### config.mk
export PLATFORM = sky130hd
export DESIGN_NAME = gpio_mux_bank
export DESIGN_NICKNAME = d
export VERILOG_FILES = /design/src/rtl/gpio_bank_pkg.sv /design/src/rtl/gpio_setclr_reg.sv /design/src/rtl/gpio_pad_mux.sv /design/src/rtl/gpio_in_sync.sv /design/src/rtl/gpio_mux_bank.sv
export SDC_FILE = /design/constraint.sdc
export NUM_CORES = 1
export LEC_CHECK = 0
export ABC_AREA = 1
export BUFFER_PORTS_ARGS = -buffer_cell sky130_fd_sc_hd__buf_4
export CORE_MARGIN = 2
export CORE_UTILIZATION = 42
export CTS_CLUSTER_DIAMETER = 120
export CTS_CLUSTER_SIZE = 25
export DETAILED_ROUTE_END_ITERATION = 10
export PLACE_DENSITY_LB_ADDON = 0.15
export SETUP_SLACK_MARGIN = 0.4
export SLEW_MARGIN = 25
export SYNTH_ARGS = -nofsm -noshare
export SYNTH_HDL_FRONTEND = slang
export SYNTH_HIERARCHICAL = 1
export SYNTH_SLANG_ARGS = --single-unit
### constraint.sdc
create_clock -name clk -period 1.9 [get_ports clk]
set_input_delay 0.19 -clock clk [delete_from_list [all_inputs] [get_ports clk]]
set_output_delay 0.19 -clock clk [all_outputs]
set_load 0.01 [all_outputs]
### src/rtl/gpio_bank_pkg.sv
// Package: shared constants and field encodings for the GPIO bank.
// Assumes a word-addressed bus where addr[1:0] picks the port and the
// upper address bits pick the configuration field.
package gpio_bank_pkg;

    // configuration fields, each a one-bit-per-pin vector
    typedef enum logic [3:0] {
        FLD_OWN  = 4'd0,
        FLD_BSEL = 4'd1,
        FLD_OE   = 4'd2,
        FLD_DOUT = 4'd3,
        FLD_PULL = 4'd4,
        FLD_ODRN = 4'd5
    } cfg_field_e;

    localparam int unsigned NUM_FIELDS = 6;

    // port within a field
    typedef enum logic [1:0] {
        PORT_SET  = 2'd0,
        PORT_CLR  = 2'd1,
        PORT_STAT = 2'd2,
        PORT_NONE = 2'd3
    } cfg_port_e;

    // field index of the pad level view (address 24 = field 6, port 0)
    localparam logic [3:0] LEVEL_FIELD = 4'd6;

    // reset value of every bit of a field
    function automatic logic field_reset_bit(input int unsigned fld);
        return (fld == FLD_OWN) || (fld == FLD_PULL);
    endfunction

endpackage

### src/rtl/gpio_setclr_reg.sv
// Module: one configuration field held in flops and changed only through
// a write-one-to-set strobe and a write-one-to-clear strobe.
// Assumes set_we and clr_we are never high together (one bus address per cycle).
module gpio_setclr_reg #(
    parameter int unsigned WIDTH   = 32,
    parameter logic        RST_BIT = 1'b0
) (
    input  logic             clk,
    input  logic             rst_n,
    input  logic             set_we,
    input  logic             clr_we,
    input  logic [WIDTH-1:0] wmask,
    output logic [WIDTH-1:0] state
);

    localparam logic [WIDTH-1:0] RST_VEC = {WIDTH{RST_BIT}};

    // update only the masked bits on a set or clear strobe
    always_ff @(posedge clk) begin
        if (!rst_n) begin
            state <= RST_VEC;
        end else if (set_we) begin
            state <= state | wmask;
        end else if (clr_we) begin
            state <= state & ~wmask;
        end
    end


    set_bits_chk: assert property (@(posedge clk) disable iff (!rst_n)
        set_we |=> ((state & $past(wmask)) == $past(wmask)));


    clr_bits_chk: assert property (@(posedge clk) disable iff (!rst_n)
        clr_we |=> ((state & $past(wmask)) == '0));


    set_keep_chk: assert property (@(posedge clk) disable iff (!rst_n)
        set_we |=> ((state & ~$past(wmask)) == ($past(state) & ~$past(wmask))));


    idle_hold_chk: assert property (@(posedge clk) disable iff (!rst_n)
        (!set_we && !clr_we) |=> (state == $past(state)));

endmodule

### src/rtl/gpio_pad_mux.sv
// Module: per-pin source selection for the pad drivers. GPIO logic,
// peripheral A or peripheral B is chosen, and then an optional open-drain stage
// turns a high level into a released pad.
// Assumes all inputs are already stable configuration or peripheral levels.
module gpio_pad_mux #(
    parameter int unsigned NPINS = 32
) (
    input  logic [NPINS-1:0] own,
    input  logic [NPINS-1:0] bsel,
    input  logic [NPINS-1:0] gp_oe,
    input  logic [NPINS-1:0] gp_dout,
    input  logic [NPINS-1:0] odrn,
    input  logic [NPINS-1:0] pa_out,
    input  logic [NPINS-1:0] pa_oe,
    input  logic [NPINS-1:0] pb_out,
    input  logic [NPINS-1:0] pb_oe,
    output logic [NPINS-1:0] pad_out,
    output logic [NPINS-1:0] pad_oe
);

    for (genvar p = 0; p < NPINS; p++) begin : g_pin
        logic src_d;
        logic src_e;

        // pick the driving function of this pin
        always_comb begin
            if (own[p]) begin
                src_d = gp_dout[p];
                src_e = gp_oe[p];
            end else if (bsel[p]) begin
                src_d = pb_out[p];
                src_e = pb_oe[p];
            end else begin
                src_d = pa_out[p];
                src_e = pa_oe[p];
            end
        end

        // open-drain: only pull low, release instead of driving high
        always_comb begin
            if (odrn[p]) begin
                pad_out[p] = 1'b0;
                pad_oe[p]  = src_e & ~src_d;
            end else begin
                pad_out[p] = src_d;
                pad_oe[p]  = src_e;
            end
        end
    end

endmodule

### src/rtl/gpio_in_sync.sv
// Module: multi-stage synchronizer for the pad levels.
// Assumes each pad bit is an independent level (no multi-bit coherence needed).
module gpio_in_sync #(
    parameter int unsigned WIDTH  = 32,
    parameter int unsigned STAGES = 2
) (
    input  logic             clk,
    input  logic             rst_n,
    input  logic [WIDTH-1:0] din,
    output logic [WIDTH-1:0] dout
);

    logic [STAGES-1:0][WIDTH-1:0] chain;

    // shift the pad levels through the stage chain
    always_ff @(posedge clk) begin
        if (!rst_n) begin
            chain <= '0;
        end else begin
            chain[0] <= din;
            for (int s = 1; s < STAGES; s++) begin
                chain[s] <= chain[s-1];
            end
        end
    end

    assign dout = chain[STAGES-1];

    // count edges since reset so the latency check only looks at valid history
    logic [1:0] primed_cnt;
    always_ff @(posedge clk) begin
        if (!rst_n) begin
            primed_cnt <= '0;
        end else if (primed_cnt != 2'd3) begin
            primed_cnt <= primed_cnt + 2'd1;
        end
    end

    if (STAGES == 2) begin : g_two_stage_chk

        sync_latency_chk: assert property (@(posedge clk) disable iff (!rst_n)
            (primed_cnt >= 2'd2) |-> (dout == $past(din, 2)));
    end

endmodule

### src/rtl/gpio_mux_bank.sv
// Module: top of the GPIO bank. Decodes the register bus into set/clear
// strobes for six per-pin fields, drives the pad mux and returns status
// views and the synchronized pad levels on a combinational read port.
// Assumes one bus access per cycle and that read data is taken in the
// same cycle that the address is presented.
module gpio_mux_bank
    import gpio_bank_pkg::*;
#(
    parameter int unsigned NPINS       = 32,
    parameter int unsigned ADDR_W      = 6,
    parameter int unsigned SYNC_STAGES = 2
) (
    input  logic              clk,
    input  logic              rst_n,
    input  logic [ADDR_W-1:0] bus_addr,
    input  logic              bus_we,
    input  logic [NPINS-1:0]  bus_wdata,
    output logic [NPINS-1:0]  bus_rdata,
    input  logic [NPINS-1:0]  pa_out,
    input  logic [NPINS-1:0]  pa_oe,
    input  logic [NPINS-1:0]  pb_out,
    input  logic [NPINS-1:0]  pb_oe,
    input  logic [NPINS-1:0]  pad_in,
    output logic [NPINS-1:0]  pad_out,
    output logic [NPINS-1:0]  pad_oe,
    output logic [NPINS-1:0]  pad_pu
);

    localparam int unsigned FLD_W = ADDR_W - 2;

    logic [FLD_W-1:0]                 acc_fld;
    cfg_port_e                        acc_port;
    logic [NUM_FIELDS-1:0][NPINS-1:0] cfg;
    logic [NPINS-1:0]                 level;

    // split the bus address into field and port
    always_comb begin
        acc_fld  = bus_addr[ADDR_W-1:2];
        acc_port = cfg_port_e'(bus_addr[1:0]);
    end

    for (genvar f = 0; f < NUM_FIELDS; f++) begin : g_field
        logic hit_set;
        logic hit_clr;

        // decode the set and clear strobes of this field
        always_comb begin
            hit_set = bus_we && (acc_fld == FLD_W'(f)) && (acc_port == PORT_SET);
            hit_clr = bus_we && (acc_fld == FLD_W'(f)) && (acc_port == PORT_CLR);
        end

        gpio_setclr_reg #(
            .WIDTH  (NPINS),
            .RST_BIT(field_reset_bit(f))
        ) u_reg (
            .clk   (clk),
            .rst_n (rst_n),
            .set_we(hit_set),
            .clr_we(hit_clr),
            .wmask (bus_wdata),
            .state (cfg[f])
        );
    end

    gpio_pad_mux #(
        .NPINS(NPINS)
    ) u_mux (
        .own    (cfg[FLD_OWN]),
        .bsel   (cfg[FLD_BSEL]),
        .gp_oe  (cfg[FLD_OE]),
        .gp_dout(cfg[FLD_DOUT]),
        .odrn   (cfg[FLD_ODRN]),
        .pa_out (pa_out),
        .pa_oe  (pa_oe),
        .pb_out (pb_out),
        .pb_oe  (pb_oe),
        .pad_out(pad_out),
        .pad_oe (pad_oe)
    );

    gpio_in_sync #(
        .WIDTH (NPINS),
        .STAGES(SYNC_STAGES)
    ) u_sync (
        .clk  (clk),
        .rst_n(rst_n),
        .din  (pad_in),
        .dout (level)
    );

    // pull-up enables come straight from their field
    assign pad_pu = cfg[FLD_PULL];

    // read port: status views, level view, zero elsewhere
    always_comb begin
        bus_rdata = '0;
        if ((acc_port == PORT_STAT) && (acc_fld < FLD_W'(NUM_FIELDS))) begin
            bus_rdata = cfg[acc_fld];
        end else if ((acc_fld == FLD_W'(LEVEL_FIELD)) && (acc_port == PORT_SET)) begin
            bus_rdata = level;
        end
    end


    odrn_no_high_chk: assert property (@(posedge clk) disable iff (!rst_n)
        ((cfg[FLD_ODRN] & pad_oe & pad_out) == '0));


    gpio_oe_path_chk: assert property (@(posedge clk) disable iff (!rst_n)
        ((cfg[FLD_OWN] & ~cfg[FLD_ODRN] & (pad_oe ^ cfg[FLD_OE])) == '0));


    perb_oe_path_chk: assert property (@(posedge clk) disable iff (!rst_n)
        ((~cfg[FLD_OWN] & ~cfg[FLD_ODRN] & cfg[FLD_BSEL] & (pad_oe ^ pb_oe)) == '0));


    pera_out_path_chk: assert property (@(posedge clk) disable iff (!rst_n)
        ((~cfg[FLD_OWN] & ~cfg[FLD_ODRN] & ~cfg[FLD_BSEL] & (pad_out ^ pa_out)) == '0));

endmodule

==> flow_metrics.py, run 1 <==
metrics = {
    "sta": {
        "setup_violations": 0,
        "fin_crit_ns": 1.656,
        "fin_setup_tns_ns": 0,
        "max-slew-margin-rel_pct": 46.93,
        "fin_skew_ns": 0.01353,
        "rsz0062_at_grt": "true",
        "worst_slew_pin_slew_ns": 0.7948,
        "maxClockFrequency_mhz": 603.7,
        "holdWs_ns": 0.01823,
        "slew_viol_final": 0,
        "hold_viol": 0,
        "timing.final.crit_share_pct": 87.18,
    },
    "clock_tree": {
        "cts_root_buffer": "clkbuf_16",
        "cts_buffer_depth": 3,
        "clkSlewWorstSetupHoldPaths_ns": 0.11,
        "cts_htree_levels": 1,
        "clock-sinks": 256,
        "cts_tree": "yes",
        "cts_made_buffers": 14,
        "worstSkewPairLatency_ns": 0.49,
    },
    "floorplan": {
        "ioPinCount": 329,
        "die_h_um": 193.1,
        "start_util_pct": 42.44,
        "core-area_um2": 35400,
        "die_x_um": 193.1,
        "dieArea_um2": 37290,
        "rows": 69,
    },
    "min_path": {
        "hold_depth": 3,
        "hold_class": "input pin to register",
        "min_from": "bus_wdata[24]",
    },
    "worst_setup_path": {
        "r2r_slack_ns": 1.01,
        "cp-end-kind": "primary output",
        "cp.arrival_ns": 1.47,
        "start_kind": "register",
        "worstSetupPathType": "register to primary output",
        "r2r_cells": 4,
        "crit_fanout": 4,
        "cp.required_ns": 1.71,
    },
    "global_route": {
        "grt.total_usage_pct": 30.79,
        "grt_max_degree": 97,
        "gr-total-overflow": 0,
        "grt_pass1_wl_mm": 88.36,
        "grt_pass1_vias": 15830,
        "grt_antenna_before_repair": 5,
    },
    "synthesis": {
        "synthesis.nets": 2652,
        "yosysTopAreaCell": "dfxtp_1",
        "synth_common_cells": "1238 x nand2_1, 265 x inv_1, 256 x dfxtp_1, 199 x nand3_1, 120 x a21oi_2",
        "synth_cells": 2451,
        "ys_top_cells_by_area": "dfxtp_1 34%, nand2_1 31%, a21oi_2 7.0%",
        "synth_area_um2": 15020,
        "yosysTopAreaCellShare_pct": 34.12,
        "ys_types": 23,
        "yosysSeqAreaShare_pct": 34.12,
        "synth_area_per_cell_um2": 6.128,
        "synth-async-reset-ratio_pct": 0,
        "synth_warnings": 6,
        "synth-main-ff-cell": "dfxtp_1",
        "synth-edff-count": 0,
        "synth.most_common_cell": "nand2_1",
        "ys_ff_latch": 256,
    },
    "placement": {
        "placed_cell_area_um2": 17720,
        "port_buffers": 328,
        "finalWeightedCongestion": 0.9491,
        "post-dp-hpwl_mm": 38.16,
    },
    "route": {
        "drc": 0,
        "viasPerCell": 5.157,
        "dr_total_vias": 17095,
        "drtAntennaViolNets": 0,
        "wl_per_cell_um": 18.07,
        "drt_iter0_drc": 1459,
        "wl_mm": 59.89,
        "firstDrtPassIters": 8,
    },
    "power_and_ir_drop": {
        "power_density_nw_per_um2": 495.6,
        "ir_worst_vdd_mv": 0.4416,
        "total_power_mw": 10.45,
        "leakage_nw": 10.19,
    },
    "finish": {
        "num-fill-cells": 3381,
        "drive_gt1_share_pct": 37.45,
        "fin_area_um2": 21090,
        "area_growth_pct": 40.42,
        "nets": 3050,
    },
    "outcome": {
        "status": "complete, no violations",
    },
    "job": {
        "drv_cap": 0,
    },
}
## through the flow
stage / instances / util, % / worst slack (ns)
2_1_floorplan: 2451 / - / 0.4258
3_3_place_gp: 3148 / 50.05 / -0.1145
3_5_place_dp: 3148 / 50.05 / -0.1751
4_1_cts: 3296 / 57.21 / 0.2157
5_1_grt: 3314 / 59.58 / 0.1607
6_report: 3315 / 59.59 / 0.2436
## per-layer routing
metal	global-route usage, %	wire, um	up-vias
met5	0	13	-
met4	12.35	2256	2
met3	6.425	5942	132
met2	50.07	27560	846
met1	39.84	24110	7848
li1	-	-	8267
## worst max-delay path by stage
stage,from,endpoint,slack (ns),cells after the start
finish,register,pad_oe[7],0.24,6
detailed placement,bus_addr[4],register,-0.18,9
floorplan,bus_addr[3],register,0.43,9
global placement,bus_addr[4],register,-0.11,9
global route,register,pad_oe[14],0.16,6
CTS,register,pad_oe[26],0.22,6
## kinds of logic (layout without fill, tap and decap cells)
group,Yosys count,after routing,share of synthesized area [%]
AOI/OAI and AO/OA,260,260,11.66
and+or+nand+nor,1520,1521,40.41
other,0,5,0
DFF,256,256,34.12
buffers and inverters,415,812,13.81
## where the power goes
group	internal (mW)	leakage, nW	switching (mW)
logic	0.735	7.86	0.981
registers	5.35	2.14	0.0483
clock network	1.45	0.195	1.89
## worst max-delay path, cell delays in order (launching register included)
cell and delay (ns):
dfxtp_4 0.40, inv_4 0.04, or2_4 0.25, nand3_2 0.07, nand2_2 0.07, inv_2 0.05
buf_6 0.09
## timing repair
| action | in CTS | in global routing |
|---|---|---|
| setup endpoints to repair | 107 | 180 |
| hold endpoints to repair | 70 | 0 |
| setup buffers | 77 | 13 |
| pin swaps | 160 | 140 |
| resized for setup | 377 | 233 |
| gates cloned | 5 | 1 |
| hold buffers | 50 | 0 |
## layout by cell type (no fill, tap or decap), types with 14 or more instances in the layout
cell type and n:
nand2_1 1149, buf_4 381, inv_1 206, a21oi_2 123, nand3_1 107, dfxtp_2 95
dfxtp_1 88, nand2_2 86, nand3_2 83, dfxtp_4 73, a21oi_1 72, buf_6 64
o21ai_1 56, inv_2 50, dlygate4sd3_1 50, buf_12 23, nor2_1 23, or2_1 22
clkbuf_16 16, inv_4 14
## final cells by class
class,count,area [um2],share of cell area [%]
Timing Repair Buffer,526,4740,22.47
Sequential cell,256,5518,26.16
Inverter,270,1049,4.971
Tap cell,461,576.8,2.735
Multi-Input combinational cell,1781,8801,41.73
Antenna cell,5,12.51,0.05932
Clock buffer,15,375.4,1.780
Clock inverter,1,20.02,0.09492
No activity file was read; power rests on OpenSTA's default activity.
==> inputs of run 2 (changes only) <==
- SYNTH_HIERARCHICAL: 1 -> default
==> flow_metrics.py, run 2 <==
metrics = {
    "outcome": {
        "status": "complete, no violations",
    },
    "clock_tree": {
        "cts_made_buffers": 14,
        "clock-sinks": 256,
        "worstSkewPairLatency_ns": 0.50,
        "cts_tree": "yes",
        "cts_buffer_depth": 3,
        "clkSlewWorstSetupHoldPaths_ns": 0.10,
        "cts_htree_levels": 1,
        "cts_root_buffer": "clkbuf_16",
    },
    "worst_setup_path": {
        "worstSetupPathType": "input pin to primary output",
        "cp.arrival_ns": 1.66,
        "start_kind": "input pin",
        "critPathLaunch": "bus_addr[4]",
        "cp.required_ns": 1.71,
        "cp-end-kind": "primary output",
        "crit_fanout": 39,
    },
    "finish": {
        "layout_commonest_cell": "nand2_1",
        "final_cells": 3105,
        "nets": 2857,
        "drive_gt1_share_pct": 33.62,
        "num-fill-cells": 3193,
        "area_growth_pct": 42.26,
        "layout_common_cells": "644 x nand2_1, 363 x nand3_1, 341 x buf_4",
    },
    "power_and_ir_drop": {
        "power_frac_clock_pct": 31.1,
        "power_density_nw_per_um2": 523.7,
        "combinationalPowerShare_pct": 18.4,
        "ir_worst_vdd_mv": 0.5706,
        "sw_frac_of_total_pct": 28.74,
        "p_switching_mw": 3.096,
        "pwr-share-seq_pct": 50.5,
        "p_int_mw": 7.674,
        "leakage_nw": 9.220,
    },
    "synthesis": {
        "synth_cells": 2331,
        "synth_common_cells": "715 x nand2_1, 400 x nand3_1, 256 x dfxtp_1, 246 x inv_1, 147 x nand4_1",
        "yosysTopAreaCell": "dfxtp_1",
        "yosysSeqAreaShare_pct": 35.45,
        "ys_types": 17,
        "ys_ff_latch": 256,
        "synth-main-ff-cell": "dfxtp_1",
        "synth-async-reset-ratio_pct": 0,
        "synthesis.nets": 2532,
        "yosysTopAreaCellShare_pct": 35.45,
        "synth_area_um2": 14460,
        "synth_area_per_cell_um2": 6.201,
        "synth_warnings": 0,
        "synth.most_common_cell": "nand2_1",
        "ys_top_cells_by_area": "dfxtp_1 35%, nand2_1 19%, nand3_1 14%",
        "synth-edff-count": 0,
    },
    "sta": {
        "max-slew-margin-rel_pct": 47.90,
        "hold_viol": 0,
        "fin_skew_ns": 0.01707,
        "rsz0062_at_grt": "true",
        "setup_violations": 0,
        "timing.final.crit_share_pct": 97.58,
        "fin_crit_ns": 1.854,
        "fin_setup_tns_ns": 0,
        "worst_slew_pin_slew_ns": 0.7814,
        "maxClockFrequency_mhz": 539.3,
        "slew_viol_final": 0,
    },
    "floorplan": {
        "ioPinCount": 329,
        "die_h_um": 189.5,
        "core-area_um2": 33700,
        "die_x_um": 189.5,
        "start_util_pct": 42.89,
        "rows": 67,
        "dieArea_um2": 35920,
    },
    "route": {
        "firstDrtPassIters": 5,
        "drt_iter0_drc": 2102,
        "wl_per_cell_um": 19.04,
        "viasPerCell": 5.600,
        "wl_mm": 59.12,
        "drc": 0,
        "dr_total_vias": 17387,
        "drtAntennaViolNets": 0,
    },
    "global_route": {
        "grt.total_usage_pct": 30.81,
        "grt_pass1_vias": 15857,
        "grt_antenna_before_repair": 1,
        "grt_max_degree": 161,
        "gr-total-overflow": 0,
        "grt_pass1_wl_mm": 88.26,
    },
    "min_path": {
        "min_from": "bus_wdata[31]",
        "hold_class": "input pin to register",
    },
    "placement": {
        "place_inst": 2946,
        "post-dp-hpwl_mm": 35.25,
        "finalWeightedCongestion": 0.8500,
        "port_buffers": 328,
    },
    "job": {
        "drv_cap": 0,
    },
}
## run 2: changes by cell type after synthesis, moves of 39 or more
cell,previous run,this run
nand2_1,1238,715
nand3_1,199,400
nand4_1,1,147
a21oi_2,120,0
clkbuf_1,5,81
a21oi_1,76,145
o21ai_0,8,75
o21ai_1,56,0
nor2_1,42,83
buf_2,53,92
## run 2: per-layer routing
metal	GRT usage (%)	share of wire, %	vias up
li1	-	-	8228
met4	10.32	2.8	0
met3	5.505	9.9	110
met2	48.32	45	912
met5	0	0	-
met1	42.69	42	8137
## run 2: kinds of logic (layout without fill, tap and decap cells)
family,Yosys count,count (layout),share of synthesized area (%)
AO/OA/AOI/OAI,252,252,9.002
other,0,1,0
buffers and inverters,469,793,14.07
AND/OR/NAND/NOR,1354,1355,41.48
flip-flops,256,256,35.45
## run 2: repair_timing
item	CTS	global route
hold buffers	61	0
hold endpoints to repair	61	0
pin swaps	54	104
gates cloned	10	4
gates resized for setup	346	297
buffers inserted	40	27
endpoints found under the setup margin	96	96
## run 2: worst paths after layout
| path | end | slack, ns | depth (start not counted) |
|---|---|---|---|
| worst max-delay path | bus_rdata[9] | 0.05 | 8 |
| worst max register to register | register | 1.15 | 3 |
| worst min-delay path | register | 0.02 | 3 |
| worst min register to register | u_sync.dout[13]$_SDFF_PN0_ | 0.42 | 2 |
## run 2: worst max-delay path, cell delays in order
cell and delay (ns):
buf_4 0.13, buf_6 0.25, inv_2 0.13, buf_8 0.24, nand4_1 0.32, nand2_1 0.17, nand2_1 0.08, buf_6 0.12
## run 2: area by class of cell
type	instances	area, um2	area share (%)
clock inverter	1	20.02	0.09735
clock buffer	15	375.4	1.825
multi-input combinational	1607	8028	39.04
inverter	248	980.9	4.770
timing repair buffer	529	5181	25.20
tap	448	560.5	2.726
antenna	1	2.502	0.01217
sequential	256	5415	26.33
## run 2: power groups by stage
stage / registers [mW] / logic, mW / clock network, mW
2_1_floorplan: 5.60 / 0.768 / 0
3_3_place_gp: 5.61 / 1.55 / 0
3_5_place_dp: 5.61 / 1.56 / 0
4_1_cts: 5.45 / 1.84 / 3.37
5_1_grt: 5.44 / 2.09 / 3.56
6_report: 5.44 / 1.99 / 3.35
## run 2: metrics by stage
step | utilization [%] | area (um2) | hold slack, ns | setup slack, ns | power [mW]
3_3_place_gp | 50.94 | 17170 | 0.3695 | -0.09615 | 7.165
3_5_place_dp | 50.94 | 17170 | 0.3737 | -0.1282 | 7.173
6_report | 61.02 | 20560 | 0.01596 | 0.04589 | 10.77
4_1_cts | 57.53 | 19390 | 0.003823 | 0.06032 | 10.66
2_1_floorplan | - | 14460 | 0.2876 | 0.5596 | 6.363
5_1_grt | 61.02 | 20560 | 0.02535 | 0.005842 | 11.10
==> inputs of run 3 (changes only) <==
- PLACE_DENSITY: default -> 0.67
- PLACE_DENSITY_LB_ADDON: 0.15 -> default
==> flow_metrics.py, run 3 (synthesized netlist as in run 2, its figures left out) <==
metrics = {
    "outcome": {
        "status": "complete, no violations",
    },
    "power_and_ir_drop": {
        "power_density_nw_per_um2": 532.2,
        "ir_worst_vdd_mv": 0.5354,
        "leakage_nw": 8.999,
    },
    "worst_setup_path": {
        "cp.arrival_ns": 1.62,
        "slowest_stage": "dfxtp_2",
        "path_cells": "nand2_1 -> nand2_1 -> nand2_1 -> nand4_1 -> nand2_1 -> nand2_1 -> buf_6",
        "crit_path_max_incr_delay_ns": 0.34,
        "crit_fanout": 2,
        "cp.required_ns": 1.71,
        "start_kind": "register",
        "r2r_slack_ns": 1.06,
        "crit_top_cell": "nand2_1",
        "cp-end-kind": "primary output",
        "worstSetupPathType": "register to primary output",
    },
    "route": {
        "viasPerCell": 5.611,
        "firstDrtPassIters": 5,
        "drc": 0,
        "wl_mm": 58.42,
        "dr_total_vias": 17354,
        "drt_iter0_drc": 1934,
        "wl_per_cell_um": 18.89,
        "drtAntennaViolNets": 0,
    },
    "sta": {
        "worst_slew_pin_slew_ns": 0.8183,
        "slew_viol_final": 0,
        "hold_viol": 0,
        "setup_violations": 0,
        "timing.final.crit_share_pct": 95.07,
        "max-slew-margin-rel_pct": 45.45,
        "maxClockFrequency_mhz": 553.6,
        "rsz0062_at_grt": "true",
        "fin_setup_tns_ns": 0,
        "fin_skew_ns": 0.02464,
        "fin_crit_ns": 1.806,
    },
    "clock_tree": {
        "cts_tree": "yes",
        "cts_buffer_depth": 3,
        "worstSkewPairLatency_ns": 0.51,
        "cts_htree_levels": 1,
        "clkSlewWorstSetupHoldPaths_ns": 0.11,
        "cts_made_buffers": 14,
        "cts_root_buffer": "clkbuf_16",
        "clock-sinks": 256,
    },
    "finish": {
        "fin_area_um2": 20060,
        "seq_area_um2": 5419,
        "area_growth_pct": 38.80,
        "nets": 2845,
        "multi_input_area_um2": 7881,
        "layout_common_cells": "669 x nand2_1, 360 x nand3_1, 348 x buf_4",
        "layout_commonest_cell": "nand2_1",
        "drive_gt1_share_pct": 31.85,
        "num-fill-cells": 3145,
    },
    "floorplan": {
        "die_h_um": 189.5,
        "core-area_um2": 33700,
        "dieArea_um2": 35920,
        "ioPinCount": 329,
        "rows": 67,
        "die_x_um": 189.5,
        "start_util_pct": 42.89,
    },
    "global_route": {
        "grt_max_degree": 161,
        "grt_antenna_before_repair": 1,
        "grt.total_usage_pct": 30.95,
        "grt_pass1_vias": 15754,
        "grt_pass1_wl_mm": 88.49,
        "gr-total-overflow": 0,
    },
    "min_path": {
        "hold_class": "input pin to register",
    },
    "job": {
        "drv_cap": 0,
    },
    "placement": {
        "finalWeightedCongestion": 0.9319,
        "placed_cell_area_um2": 17220,
        "port_buffers": 328,
        "post-dp-hpwl_mm": 35.76,
    },
}
run 3: layout make-up:
cell class	count	share of cell area (%)
Tap cell	448	2.794
Sequential cell	256	27.01
Multi-Input combinational cell	1606	39.28
Inverter	248	4.839
Clock inverter	1	0.09978
Timing Repair Buffer	518	24.09
Clock buffer	15	1.871
Antenna cell	1	0.01247
run 3: path summary, 6_finish.rpt:
| kind | cells after the start | end | start |
|---|---|---|---|
| worst min register to register | 2 | u_sync.dout[1]$_SDFF_PN0_ | u_sync.chain[1]$_SDFF_PN0_ |
| worst min-delay path | 3 | register | rst_n |
| worst max-delay path | 7 | bus_rdata[9] | register |
| worst max register to register | 4 | register | register |
run 3: repair_timing:
action / in CTS / in global routing
gates resized for setup: 391 / 181
setup endpoints to repair: 96 / 96
gates cloned: 6 / 0
buffers inserted: 41 / 18
hold buffers: 64 / 0
hold endpoints to repair: 69 / 0
pin swaps: 80 / 85
run 3: power by group:
part | switching, mW | total (mW) | internal, mW
clock network | 1.91 | 3.36 | 1.45
registers | 0.0458 | 5.43 | 5.39
logic | 1.11 | 1.88 | 0.773
run 3: critical path: cells and delay by family (launching register included):
family	cells	cell delay (ns)
DFF	1	0.34
buffers and inverters	1	0.12
and+or+nand+nor	6	0.65
run 3: per-stage QoR:
step                      power, mW  std cells  setup WS, ns  hold WS, ns  util (%)
after floorplan               6.363       2331        0.5596       0.2876         -
after global placement        7.163       2946       -0.1744       0.3700     51.02
after detailed placement      7.180       2947       0.02005       0.3747     51.10
after CTS                     10.64       3074        0.1141       0.1465     57.57
after global routing          10.99       3093       0.06454       0.1605     59.53
final                         10.68       3093       0.09361       0.1668     59.53
run 3: routing by layer:
layer / vias to the layer above / routed length [um] / GRT usage [%]
li1: 8205 / - / -
met1: 8020 / 24680 / 42.82
met2: 983 / 25880 / 48.48
met3: 146 / 5899 / 5.320
met4: 0 / 1961 / 11.00
met5: - / 0 / 0
